File: src/rtl/ptw_pkg.sv
package ptw_pkg;

  typedef enum logic [1:0] {
    ACC_LOAD  = 2'd0,
    ACC_STORE = 2'd1,
    ACC_FETCH = 2'd2
  } acc_e;

  typedef enum logic [1:0] {
    ST_IDLE,
    ST_READ,
    ST_WBACK,
    ST_DONE
  } st_e;

  typedef enum logic [2:0] {
    CK_OK,
    CK_INVALID,
    CK_RSVD,
    CK_USER_PG,
    CK_SUPER_PG,
    CK_ALIGN,
    CK_ACCESS
  } cause_e;

  // entry flag positions (fixed by the in-memory table format)
  localparam int B_V = 0;
  localparam int B_R = 1;
  localparam int B_W = 2;
  localparam int B_X = 3;
  localparam int B_U = 4;
  localparam int B_A = 6;
  localparam int B_D = 7;
  localparam int PPN_LSB = 10;

  function automatic logic grant_read(input logic [7:0] f, input logic mx);
    return f[B_R] | (f[B_X] & mx);
  endfunction

  function automatic logic grant_write(input logic [7:0] f, input acc_e a);
    return f[B_W] & ((a == ACC_STORE) | f[B_D]);
  endfunction

  function automatic logic access_denied(input logic [7:0] f, input acc_e a, input logic mx);
    case (a)
      ACC_STORE: return !f[B_W];
      ACC_FETCH: return !f[B_X];
      default:   return !grant_read(f, mx);
    endcase
  endfunction

endpackage

File: src/rtl/ptw_addr_gen.sv
module ptw_addr_gen #(
  parameter int VA_W     = 39,
  parameter int PA_W     = 56,
  parameter int PPN_W    = 44,
  parameter int SEG_W    = 9,
  parameter int PG_SHIFT = 12,
  parameter int PTE_W    = 64,
  parameter int LVL_W    = 2
) (
  input  logic [VA_W-1:0]  va,
  input  logic [LVL_W-1:0] lvl,
  input  logic [PPN_W-1:0] base_ppn,
  input  logic [PPN_W-1:0] leaf_ppn,
  output logic [PA_W-1:0]  pte_addr,
  output logic [PA_W-1:0]  leaf_pa,
  output logic [PPN_W-1:0] span_mask
);
  localparam int PTE_LG = $clog2(PTE_W / 8);
  localparam int VPN_W  = VA_W - PG_SHIFT;

  function automatic logic [SEG_W-1:0] vpn_seg(input logic [VA_W-1:0] v, input logic [LVL_W-1:0] l);
    return v[PG_SHIFT + SEG_W * int'(l) +: SEG_W];
  endfunction

  function automatic logic [PPN_W-1:0] low_span(input logic [LVL_W-1:0] l);
    return ~({PPN_W{1'b1}} << (SEG_W * int'(l)));
  endfunction

  logic [VPN_W-1:0] vpn;
  logic [PPN_W-1:0] vpn_ext;

  assign vpn       = va[VA_W-1:PG_SHIFT];
  assign vpn_ext   = PPN_W'(vpn);
  assign span_mask = low_span(lvl);
  assign pte_addr  = PA_W'({base_ppn, {PG_SHIFT{1'b0}}}) + PA_W'({vpn_seg(va, lvl), {PTE_LG{1'b0}}});
  assign leaf_pa   = PA_W'({(leaf_ppn | (vpn_ext & span_mask)), {PG_SHIFT{1'b0}}});

endmodule

File: src/rtl/ptw_leaf_check.sv
module ptw_leaf_check
  import ptw_pkg::*;
#(
  parameter int PPN_W = 44
) (
  input  logic [7:0]       flags,
  input  logic [PPN_W-1:0] ppn,
  input  logic [PPN_W-1:0] span_mask,
  input  acc_e             acc,
  input  logic             user,
  input  logic             sum,
  input  logic             mxr,
  output logic             is_ptr,
  output cause_e           cause,
  output logic             g_r,
  output logic             g_w,
  output logic             g_x,
  output logic [7:0]       flags_upd
);
  logic no_rwx, rsvd, user_bad, super_bad, misaligned, denied;

  assign no_rwx     = !(flags[B_R] | flags[B_W] | flags[B_X]);
  assign is_ptr     = flags[B_V] & no_rwx;
  assign rsvd       = flags[B_W] & !flags[B_R];
  assign user_bad   = flags[B_U] & !user & (!sum | (acc == ACC_FETCH));
  assign super_bad  = !flags[B_U] & user;
  assign misaligned = |(ppn & span_mask);
  assign denied     = access_denied(flags, acc, mxr);

  // ordered check chain; first failing rule names the cause
  always_comb begin
    if (!flags[B_V])     cause = CK_INVALID;
    else if (is_ptr)     cause = CK_OK;
    else if (rsvd)       cause = CK_RSVD;
    else if (user_bad)   cause = CK_USER_PG;
    else if (super_bad)  cause = CK_SUPER_PG;
    else if (misaligned) cause = CK_ALIGN;
    else if (denied)     cause = CK_ACCESS;
    else                 cause = CK_OK;
  end

  assign g_r = grant_read(flags, mxr);
  assign g_w = grant_write(flags, acc);
  assign g_x = flags[B_X];

  always_comb begin
    flags_upd      = flags;
    flags_upd[B_A] = 1'b1;
    if (acc == ACC_STORE) flags_upd[B_D] = 1'b1;
  end

endmodule

File: src/rtl/ptw_walker.sv
module ptw_walker
  import ptw_pkg::*;
#(
  parameter int VA_W     = 39,
  parameter int PA_W     = 56,
  parameter int PPN_W    = 44,
  parameter int LEVELS   = 3,
  parameter int SEG_W    = 9,
  parameter int PG_SHIFT = 12,
  parameter int PTE_W    = 64
) (
  input  logic             clk,
  input  logic             rst_n,
  input  logic             req_valid,
  output logic             req_ready,
  input  logic [VA_W-1:0]  req_vaddr,
  input  logic [1:0]       req_acc,
  input  logic [PPN_W-1:0] root_ppn,
  input  logic             priv_user,
  input  logic             sum,
  input  logic             mxr,
  output logic             mem_req,
  output logic             mem_we,
  output logic [PA_W-1:0]  mem_addr,
  output logic [PTE_W-1:0] mem_wdata,
  input  logic             mem_ack,
  input  logic [PTE_W-1:0] mem_rdata,
  output logic             rsp_valid,
  output logic             rsp_fault,
  output logic [PA_W-1:0]  rsp_paddr,
  output logic             rsp_r,
  output logic             rsp_w,
  output logic             rsp_x
);
  localparam int LVL_W = (LEVELS > 1) ? $clog2(LEVELS) : 1;
  localparam logic [LVL_W-1:0] TOP_LVL = LVL_W'(LEVELS - 1);

  st_e              st;
  logic [LVL_W-1:0] lvl;
  logic [PPN_W-1:0] base;
  logic [VA_W-1:0]  va_q;
  acc_e             acc_q;
  logic             usr_q, sum_q, mxr_q;
  logic [PTE_W-1:0] wdata_q;
  logic             res_fault, res_r, res_w, res_x;
  logic [PA_W-1:0]  res_pa;

  // decoded view of the entry on the read bus
  logic [7:0]       pte_flags, flags_upd;
  logic [PPN_W-1:0] pte_ppn, span_mask;
  logic [PA_W-1:0]  pte_addr, leaf_pa;
  logic             is_ptr, g_r, g_w, g_x;
  cause_e           cause;

  assign pte_flags = mem_rdata[7:0];
  assign pte_ppn   = mem_rdata[PPN_LSB +: PPN_W];

  ptw_addr_gen #(
    .VA_W(VA_W), .PA_W(PA_W), .PPN_W(PPN_W), .SEG_W(SEG_W),
    .PG_SHIFT(PG_SHIFT), .PTE_W(PTE_W), .LVL_W(LVL_W)
  ) u_addr (
    .va(va_q), .lvl(lvl), .base_ppn(base), .leaf_ppn(pte_ppn),
    .pte_addr(pte_addr), .leaf_pa(leaf_pa), .span_mask(span_mask)
  );

  ptw_leaf_check #(.PPN_W(PPN_W)) u_chk_leaf (
    .flags(pte_flags), .ppn(pte_ppn), .span_mask(span_mask),
    .acc(acc_q), .user(usr_q), .sum(sum_q), .mxr(mxr_q),
    .is_ptr(is_ptr), .cause(cause), .g_r(g_r), .g_w(g_w), .g_x(g_x),
    .flags_upd(flags_upd)
  );

  // named walk events
  logic rd_ack, ev_descend, ev_fault, ev_leaf_ok, need_wb;
  assign rd_ack     = (st == ST_READ) && mem_ack;
  assign ev_descend = rd_ack && is_ptr && (lvl != '0);
  assign ev_fault   = rd_ack && ((is_ptr && (lvl == '0)) || (!is_ptr && (cause != CK_OK)));
  assign ev_leaf_ok = rd_ack && !is_ptr && (cause == CK_OK);
  assign need_wb    = flags_upd != pte_flags;

  always_ff @(posedge clk or negedge rst_n) begin
    if (!rst_n) begin
      st        <= ST_IDLE;
      lvl       <= '0;
      base      <= '0;
      va_q      <= '0;
      acc_q     <= ACC_LOAD;
      usr_q     <= 1'b0;
      sum_q     <= 1'b0;
      mxr_q     <= 1'b0;
      wdata_q   <= '0;
      res_fault <= 1'b0;
      res_r     <= 1'b0;
      res_w     <= 1'b0;
      res_x     <= 1'b0;
      res_pa    <= '0;
    end else begin
      case (st)
        ST_IDLE: if (req_valid) begin
          st        <= ST_READ;
          lvl       <= TOP_LVL;
          base      <= root_ppn;
          va_q      <= req_vaddr;
          acc_q     <= acc_e'(req_acc);
          usr_q     <= priv_user;
          sum_q     <= sum;
          mxr_q     <= mxr;
          res_fault <= 1'b0;
          res_r     <= 1'b0;
          res_w     <= 1'b0;
          res_x     <= 1'b0;
          res_pa    <= '0;
        end
        ST_READ: begin
          if (ev_descend) begin
            base <= pte_ppn;
            lvl  <= lvl - 1'b1;
          end
          if (ev_fault) begin
            res_fault <= 1'b1;
            st        <= ST_DONE;
          end
          if (ev_leaf_ok) begin
            res_pa <= leaf_pa;
            res_r  <= g_r;
            res_w  <= g_w;
            res_x  <= g_x;
            if (need_wb) begin
              wdata_q <= {mem_rdata[PTE_W-1:8], flags_upd};
              st      <= ST_WBACK;
            end else begin
              st <= ST_DONE;
            end
          end
        end
        ST_WBACK: if (mem_ack) st <= ST_DONE;
        default:  st <= ST_IDLE;
      endcase
    end
  end

  assign req_ready = (st == ST_IDLE);
  assign mem_req   = (st == ST_READ) || (st == ST_WBACK);
  assign mem_we    = (st == ST_WBACK);
  assign mem_addr  = pte_addr;
  assign mem_wdata = wdata_q;
  assign rsp_valid = (st == ST_DONE);
  assign rsp_fault = res_fault;
  assign rsp_paddr = res_pa;
  assign rsp_r     = res_r;
  assign rsp_w     = res_w;
  assign rsp_x     = res_x;

endmodule

File: config.mk
export PLATFORM = sky130hd
export DESIGN_NAME = ptw_walker
export DESIGN_NICKNAME = d
export VERILOG_FILES = /design/src/rtl/ptw_pkg.sv /design/src/rtl/ptw_addr_gen.sv /design/src/rtl/ptw_leaf_check.sv /design/src/rtl/ptw_walker.sv
export SDC_FILE = /design/constraint.sdc
export NUM_CORES = 1
export LEC_CHECK = 0
export BUFFER_PORTS_ARGS = -buffer_cell sky130_fd_sc_hd__buf_2
export CORE_AREA = 8 8 142 144
export CTS_CLUSTER_DIAMETER = 80
export DETAILED_ROUTE_END_ITERATION = 10
export DIE_AREA = 0 0 150 152
export PLACE_DENSITY = 0.9
export SLEW_MARGIN = 30
export SYNTH_ARGS = -nofsm -noshare
export SYNTH_HDL_FRONTEND = slang
export SYNTH_SLANG_ARGS = --single-unit
export TNS_END_PERCENT = 5
File: constraint.sdc
create_clock -name clk -period 7.6 [get_ports clk]
set_input_delay 0.38 -clock clk [delete_from_list [all_inputs] [get_ports clk]]
set_output_delay 0.38 -clock clk [all_outputs]
set_load 0.01 [all_outputs]
==> results of run 1 <==
[path summary, 6_finish.rpt]
check / end / cells after the start
max reg2reg: base[6]$_DFFE_PN0P_ / 8
max in group asynchronous: rsp_paddr[18]$_DFFE_PN0P_ / 3
min in group asynchronous: mem_wdata[1]$_DFFE_PN0P_ / 2
min reg2reg: mem_wdata[6]$_DFFE_PN0P_ / 1
max: base[6]$_DFFE_PN0P_ / 8
min: mem_wdata[56]$_DFFE_PN0P_ / 2
[cells by family after synthesis]
kind of cell	synth area share, %
AO/OA/AOI/OAI	11.9
adder cells (fa/ha/maj)	1.19
buffers and inverters	4.31
flip-flops	52.4
multiplexers	21.8
other	0.0395
AND/OR/NAND/NOR	8.39
[final cells by class]
type / count / area, um^2 / share of cell area [%]
Antenna cell: 1 / 2.50 / 0.0211
Inverter: 14 / 52.6 / 0.443
Clock inverter: 13 / 145 / 1.22
Multi-Input combinational cell: 553 / 4240 / 35.7
Tap cell: 229 / 287 / 2.41
Clock buffer: 17 / 425 / 3.59
Sequential cell: 199 / 4980 / 42.0
Timing Repair Buffer: 333 / 1740 / 14.6
[cells in the final DEF (no fill, tap or decap), types with 8 or more instances in the layout]
cell type | Yosys | routed
buf_2 | 6 | 318
dfrtp_1 | 199 | 199
nand2_1 | 78 | 77
a21oi_1 | 74 | 72
mux2i_1 | 63 | 62
nor2_1 | 58 | 58
mux2_1 | 57 | 57
o211ai_1 | 48 | 48
mux2_2 | 43 | 43
o311ai_0 | 27 | 27
nand4_1 | 20 | 20
clkbuf_16 | 0 | 17
conb_1 | 1 | 15
mux4_2 | 14 | 14
inv_1 | 13 | 13
buf_4 | 15 | 11
o21ai_0 | 9 | 9
ha_1 | 9 | 8
[power groups by stage]
stage | registers (mW) | clock network, mW | logic [mW]
2_1_floorplan | 1.61 | 0 | 0.934
3_3_place_gp | 1.57 | 0 | 1.53
3_5_place_dp | 1.59 | 0 | 1.59
4_1_cts | 1.58 | 0.901 | 1.61
5_1_grt | 1.62 | 0.940 | 1.74
6_report | 1.59 | 0.891 | 1.60
[state kept, by name, indices dropped and copies added (netlist names), 2 cells and up]
| signal | count |
|---|---|
| va_q | 34 |
| st | 2 |
| mem_wdata | 64 |
| base | 44 |
| rsp_paddr | 44 |
| acc_q | 2 |
| lvl | 2 |
[repair_timing]
action / in CTS / in global routing
hold buffers: 0 / 1
hold endpoints to repair: 0 / 40
resized for setup: 0 / 0
[layer usage]
| metal | GRT usage (%) | up-vias | share of wire (%) |
|---|---|---|---|
| li1 | - | 3573 | - |
| met1 | 31.8 | 3993 | 38 |
| met2 | 44.1 | 478 | 50 |
| met3 | 6.56 | 66 | 9.1 |
| met4 | 11.4 | 0 | 2.9 |
| met5 | 0 | - | 0 |
[through the flow]
stage	total power [mW]	instance area (um^2)
after global routing	4.29	11900
final	4.08	11900
after global placement	3.11	11200
after detailed placement	3.19	11200
after floorplan	2.54	9550
after CTS	4.09	11800
==> metrics, run 1 <==
crit path max fanout=56; Syn Inst Count=830; top area cells in the synthesized netlist=dfrtp_1 (52%), mux2_1 (6.8%), mux2i_1 (6.6%), mux2_2 (5.1%), a21oi_1 (3.9%); Setup WS post-layout=3.62 ns; RSZ-0062 raised after global routing=false; syn avg cell area=11.4 um^2; post-synthesis sequential area ratio=52.4%; num rows=49; Post-synth top flop=dfrtp_1; top-count cell post-synth=dfrtp_1; Mapped Area=0.00950 mm^2; skew final=0.0122 ns; Die Wd=150 um; Fmax=0.251 GHz; number of global-route vias before repair=8328; Worst Path Buf+Inv=3; Placeable Area=0.0178 mm^2; largest net degree at the start of global routing=126; initial core utilization=53.4%; GRT Overall Usage=26.4%; crit path DAT=4.34 ns; fin cells=1359; net count reported at finish=1283; Post-CTS Setup Repair Bufs=0; critical path type=reg2reg; pre-CTS setup slack=around 3.6 ns; setup violators final=0; Post-Route WL=between 30000 and 40000 um; WL/cell=22.6 um; post-route core utilization=66.7%; WP data required=7.96 ns; port buffer count=319; Ports=between 300 and 400; CTS buffer count=17; first-iteration detailed-routing DRC count=514; first-pass GRT wire length=roughly 47000 um; vias per inst=5.97; CP startpoint kind=register; Synth top cells by count=dfrtp_1 (199), nand2_1 (78), a21oi_1 (74); Final min period=3.98 ns; Die Height=152 um; hold crit path type=in2reg; Worst-Skew Late Latency=0.44 ns; DR DRC count=0; post-synthesis cell type count=41; Die ar.=0.0228 mm^2; #FFs+latches synth=199; CP top delay family=buffers and inverters; vias=8110; measured slew at the worst slew-check pin=0.888 ns; CP max-delay cell=dfrtp_1; Yosys top cell by area=dfrtp_1; number of synthesized flops with an enable pin=0; Worst-path clk slew=0.08 ns; hpwl dp=between 20000 and 25000 um; Async SR Flop Fraction=100%; FILL cells=1298; Root Driver=clkbuf_16; Cell Chain, Critical Path=clkinv_1 -> ha_1 -> inv_1 -> nand4_1 -> a21oi_4 -> buf_4 -> nor2_1 -> a21oi_1; Int Pwr=2.47 mW; PD cells=344 mW/mm^2; CTS tree=yes; r2r startpoint=lvl[0]$_DFFE_PN0P_; crit share post-route=around 52%; Num Clock Sinks=199; Final Hold Fails=0; status=complete, no violations; Relative slew margins=slightly above 40%; r2r setup slk=3.62 ns; total gr overflow=0; synthesis warning total=0; hold_sp=mem_rdata[56]; switch share=39.5%; top-area cell type share of the netlist area=52.4%; share of cells above drive strength 1=a little under two fifths; sequential group share of total power=between 30% and 40%; NetSw=roughly 1.6 mW; Clk pwr share=21.9%; Final GP Congestion=0.916; Comb power frac=between 30% and 40%; Worst path max stage delay=between 0.8 and 0.9 ns; LEAKAGE=6.01 nW; Layout area overhead=24.9%; worst vdd ir=0.169 mV; Fin Setup TNS=0 ns; Fin Hold WS=0.158 ns; final antenna-violating net count=0; Worst Setup End Kind=register; H-tree depth=4; max cap viols=0; DRT Pass-1 Iters=5; crit path launch=lvl[0]$_DFFE_PN0P_; Clock Path Buffers=2; DP Cell Count=approximately 1300; Pins Over Slew Limit=0; initial antenna violation count=1
(Power assumes the default switching activity.)
==> run 2, diff against run 1 <==
- CORE_AREA: 8 8 142 144 -> 8 8 155 157
- DIE_AREA: 0 0 150 152 -> 0 0 163 165
- PLACE_DENSITY: 0.9 -> 0.8
- clock period: 7.6 -> 3.6 ns (I/O delays scaled with it)
==> run 2 against run 1 <==
First-iteration DRC count grew 2.9%; count of clock-buffer cells in the layout grew 3; combinational power grew 110%; clock power grew 130%; clock skew shrank 0.0024 ns.
==> metrics, run 2 (synthesis results as in run 1) <==
max cap viols=0 (unchanged); net count reported at finish=1348 (was 1283); Reg area=0.00498 mm^2 (unchanged); Int Pwr=5.40 mW (was 2.47 mW); first-iteration detailed-routing DRC count=529 (was 514); Relative slew margins=48.5% (was 40.6%); num rows=54 (was 49); crit path DAT=2.78 ns (was 4.34 ns); Fmax=0.338 GHz; Layout area overhead=32.7% (was 24.9%); CTS resizes=0 (unchanged); Ports=340 (unchanged); Worst-Skew Late Latency=0.43 ns (was 0.44 ns); Final GP Congestion=0.868 (was 0.916); Cell Chain, Critical Path=clkinv_1 -> ha_1 -> mux4_2 -> o21ai_0 -> buf_2 (was clkinv_1 -> ha_1 -> inv_1 -> nand4_1 -> a21oi_4 -> buf_4 -> nor2_1 -> a21oi_1); H-tree depth=4 (unchanged); WL/cell=22.0 um (was 22.6 um); Worst Path Buf+Inv=2 (was 3); RSZ-0062 raised after global routing=false (unchanged); Placeable Area=0.0215 mm^2 (was 0.0178 mm^2); Die Wd=163 um (was 150 um); port buffer count=319 (unchanged); Fin Hold WS=0.0165 ns (was 0.158 ns); skew final=0.00980 ns (was 0.0122 ns); CP top delay family=adder cells (was buffers and inverters); first-pass GRT wire length=50100 um (was 47300 um); Final min period=~3.0 ns; Post-Route WL=32400 um (was 30700 um); number of global-route vias before repair=8612 (was 8328); measured slew at the worst slew-check pin=0.772 ns (was 0.888 ns); Worst-path clk slew=0.08 ns (about the same); Die Height=165 um (was 152 um); FILL cells=1715 (was 1298); CTS tree=yes (unchanged); vias=8174 (was 8110); hold crit path type=in2reg (unchanged); Die ar.=0.0269 mm^2 (was 0.0228 mm^2); Post-CTS Setup Repair Bufs=0 (unchanged); Largest register FFs=64 (unchanged); final antenna-violating net count=0 (unchanged); LEAKAGE=6.31 nW (was 6.01 nW); DR DRC count=0 (unchanged); Worst path max stage delay=0.74 ns (was 0.81 ns); CTS buffer count=17 (unchanged); share of cells above drive strength 1=36.9% (was 38.2%); status=complete, no violations (unchanged); r2r setup slk=0.66 ns (was 3.62 ns); Final Hold Fails=0 (unchanged); worst vdd ir=0.458 mV (was 0.169 mV); Clk pwr share=22.8% (was 21.9%); crit path max fanout=12 (was 56); Clock Path Buffers=2 (unchanged); Pins Over Slew Limit=0 (unchanged); area of the multi-input gates=0.00423 mm^2 (was 0.00424 mm^2); switch share=38.8% (was 39.5%); hold bufs inserted after CTS=55 (was 0); WP data required=3.42 ns (was 7.96 ns); setup violators final=0 (unchanged); total gr overflow=0 (unchanged); hpwl dp=23500 um (was 22000 um); DRT Pass-1 Iters=4 (was 5); most frequent cells in the layout=buf_2 (318), dfrtp_1 (199), nand2_1 (77) (unchanged); initial antenna violation count=1 (unchanged); crit share post-route=82.3%; GRT Overall Usage=24.1% (was 26.4%); Num Clock Sinks=199 (unchanged); Worst Setup End Kind=primary output (was register); Root Driver=clkbuf_16 (unchanged); vias per inst=5.53 (was 5.97); CP max-delay cell=ha_1 (was dfrtp_1); largest net degree at the start of global routing=95 (was 126); sequential group share of total power=38.2% (was 38.9%); NetSw=3.42 mW (was 1.61 mW); commonest non-fill, non-tap cell in the layout=buf_2 (unchanged); initial core utilization=44.2% (was 53.4%); CP startpoint kind=register (unchanged); Fin Setup TNS=0 ns (unchanged); critical path type=reg2out (was reg2reg); Comb power frac=39.0% (was 39.3%); PD cells=700 mW/mm^2 (was 344 mW/mm^2)
run 2: routing by layer:
layer,GRT usage [%],vias to the layer above,part of all wire (%)
met5,0,-,0
met4,8.42,0,2.7
met3,6.75,55,8.2
met2,40.7,371,50
met1,29.1,4036,39
li1,-,3712,-
run 2: cell type report:
| class | instances | area share [%] |
|---|---|---|
| flip-flops and latches | 199 | 39.5 |
| clock inverters | 12 | 1.27 |
| multi-input cells | 553 | 33.6 |
| clock buffers | 20 | 3.62 |
| well taps | 280 | 2.78 |
| inverters | 14 | 0.417 |
| diodes | 1 | 0.0199 |
| repair buffers | 398 | 18.8 |
run 2: metrics by stage:
stage | worst slack, ns | total power, mW | util (%) | instance area, um^2 | cells
finish | 0.638 | 8.82 | 58.7 | 12600 | 1477
floorplan | 0.889 | 5.37 | - | 9550 | 844
global placement | 0.551 | 6.61 | 53.0 | 11400 | 1387
CTS | 0.651 | 8.84 | 58.6 | 12600 | 1475
global route | 0.365 | 9.33 | 58.7 | 12600 | 1477
detailed placement | 0.682 | 6.79 | 53.1 | 11400 | 1388
run 2: path summary, 6_finish.rpt:
path	cells after the start	start	to
min	2	mem_rdata[52]	mem_wdata[52]$_DFFE_PN0P_
max in group asynchronous	3	rst_n	mem_wdata[19]$_DFFE_PN0P_
max reg2reg	9	st[1]$_DFFE_PN0P_	rsp_paddr[17]$_DFFE_PN0P_
min reg2reg	1	mem_wdata[0]$_DFFE_PN0P_	mem_wdata[0]$_DFFE_PN0P_
max	5	lvl[0]$_DFFE_PN0P_	mem_addr[3]
min in group asynchronous	2	rst_n	base[15]$_DFFE_PN0P_
run 2: power groups by stage:
| stage | Clock (mW) | Sequential (mW) | Combinational (mW) |
|---|---|---|---|
| finish | 2.01 | 3.37 | 3.44 |
| global route | 2.13 | 3.44 | 3.75 |
| CTS | 2.04 | 3.35 | 3.45 |
| detailed placement | 0 | 3.40 | 3.39 |
| global placement | 0 | 3.35 | 3.26 |
| floorplan | 0 | 3.40 | 1.97 |
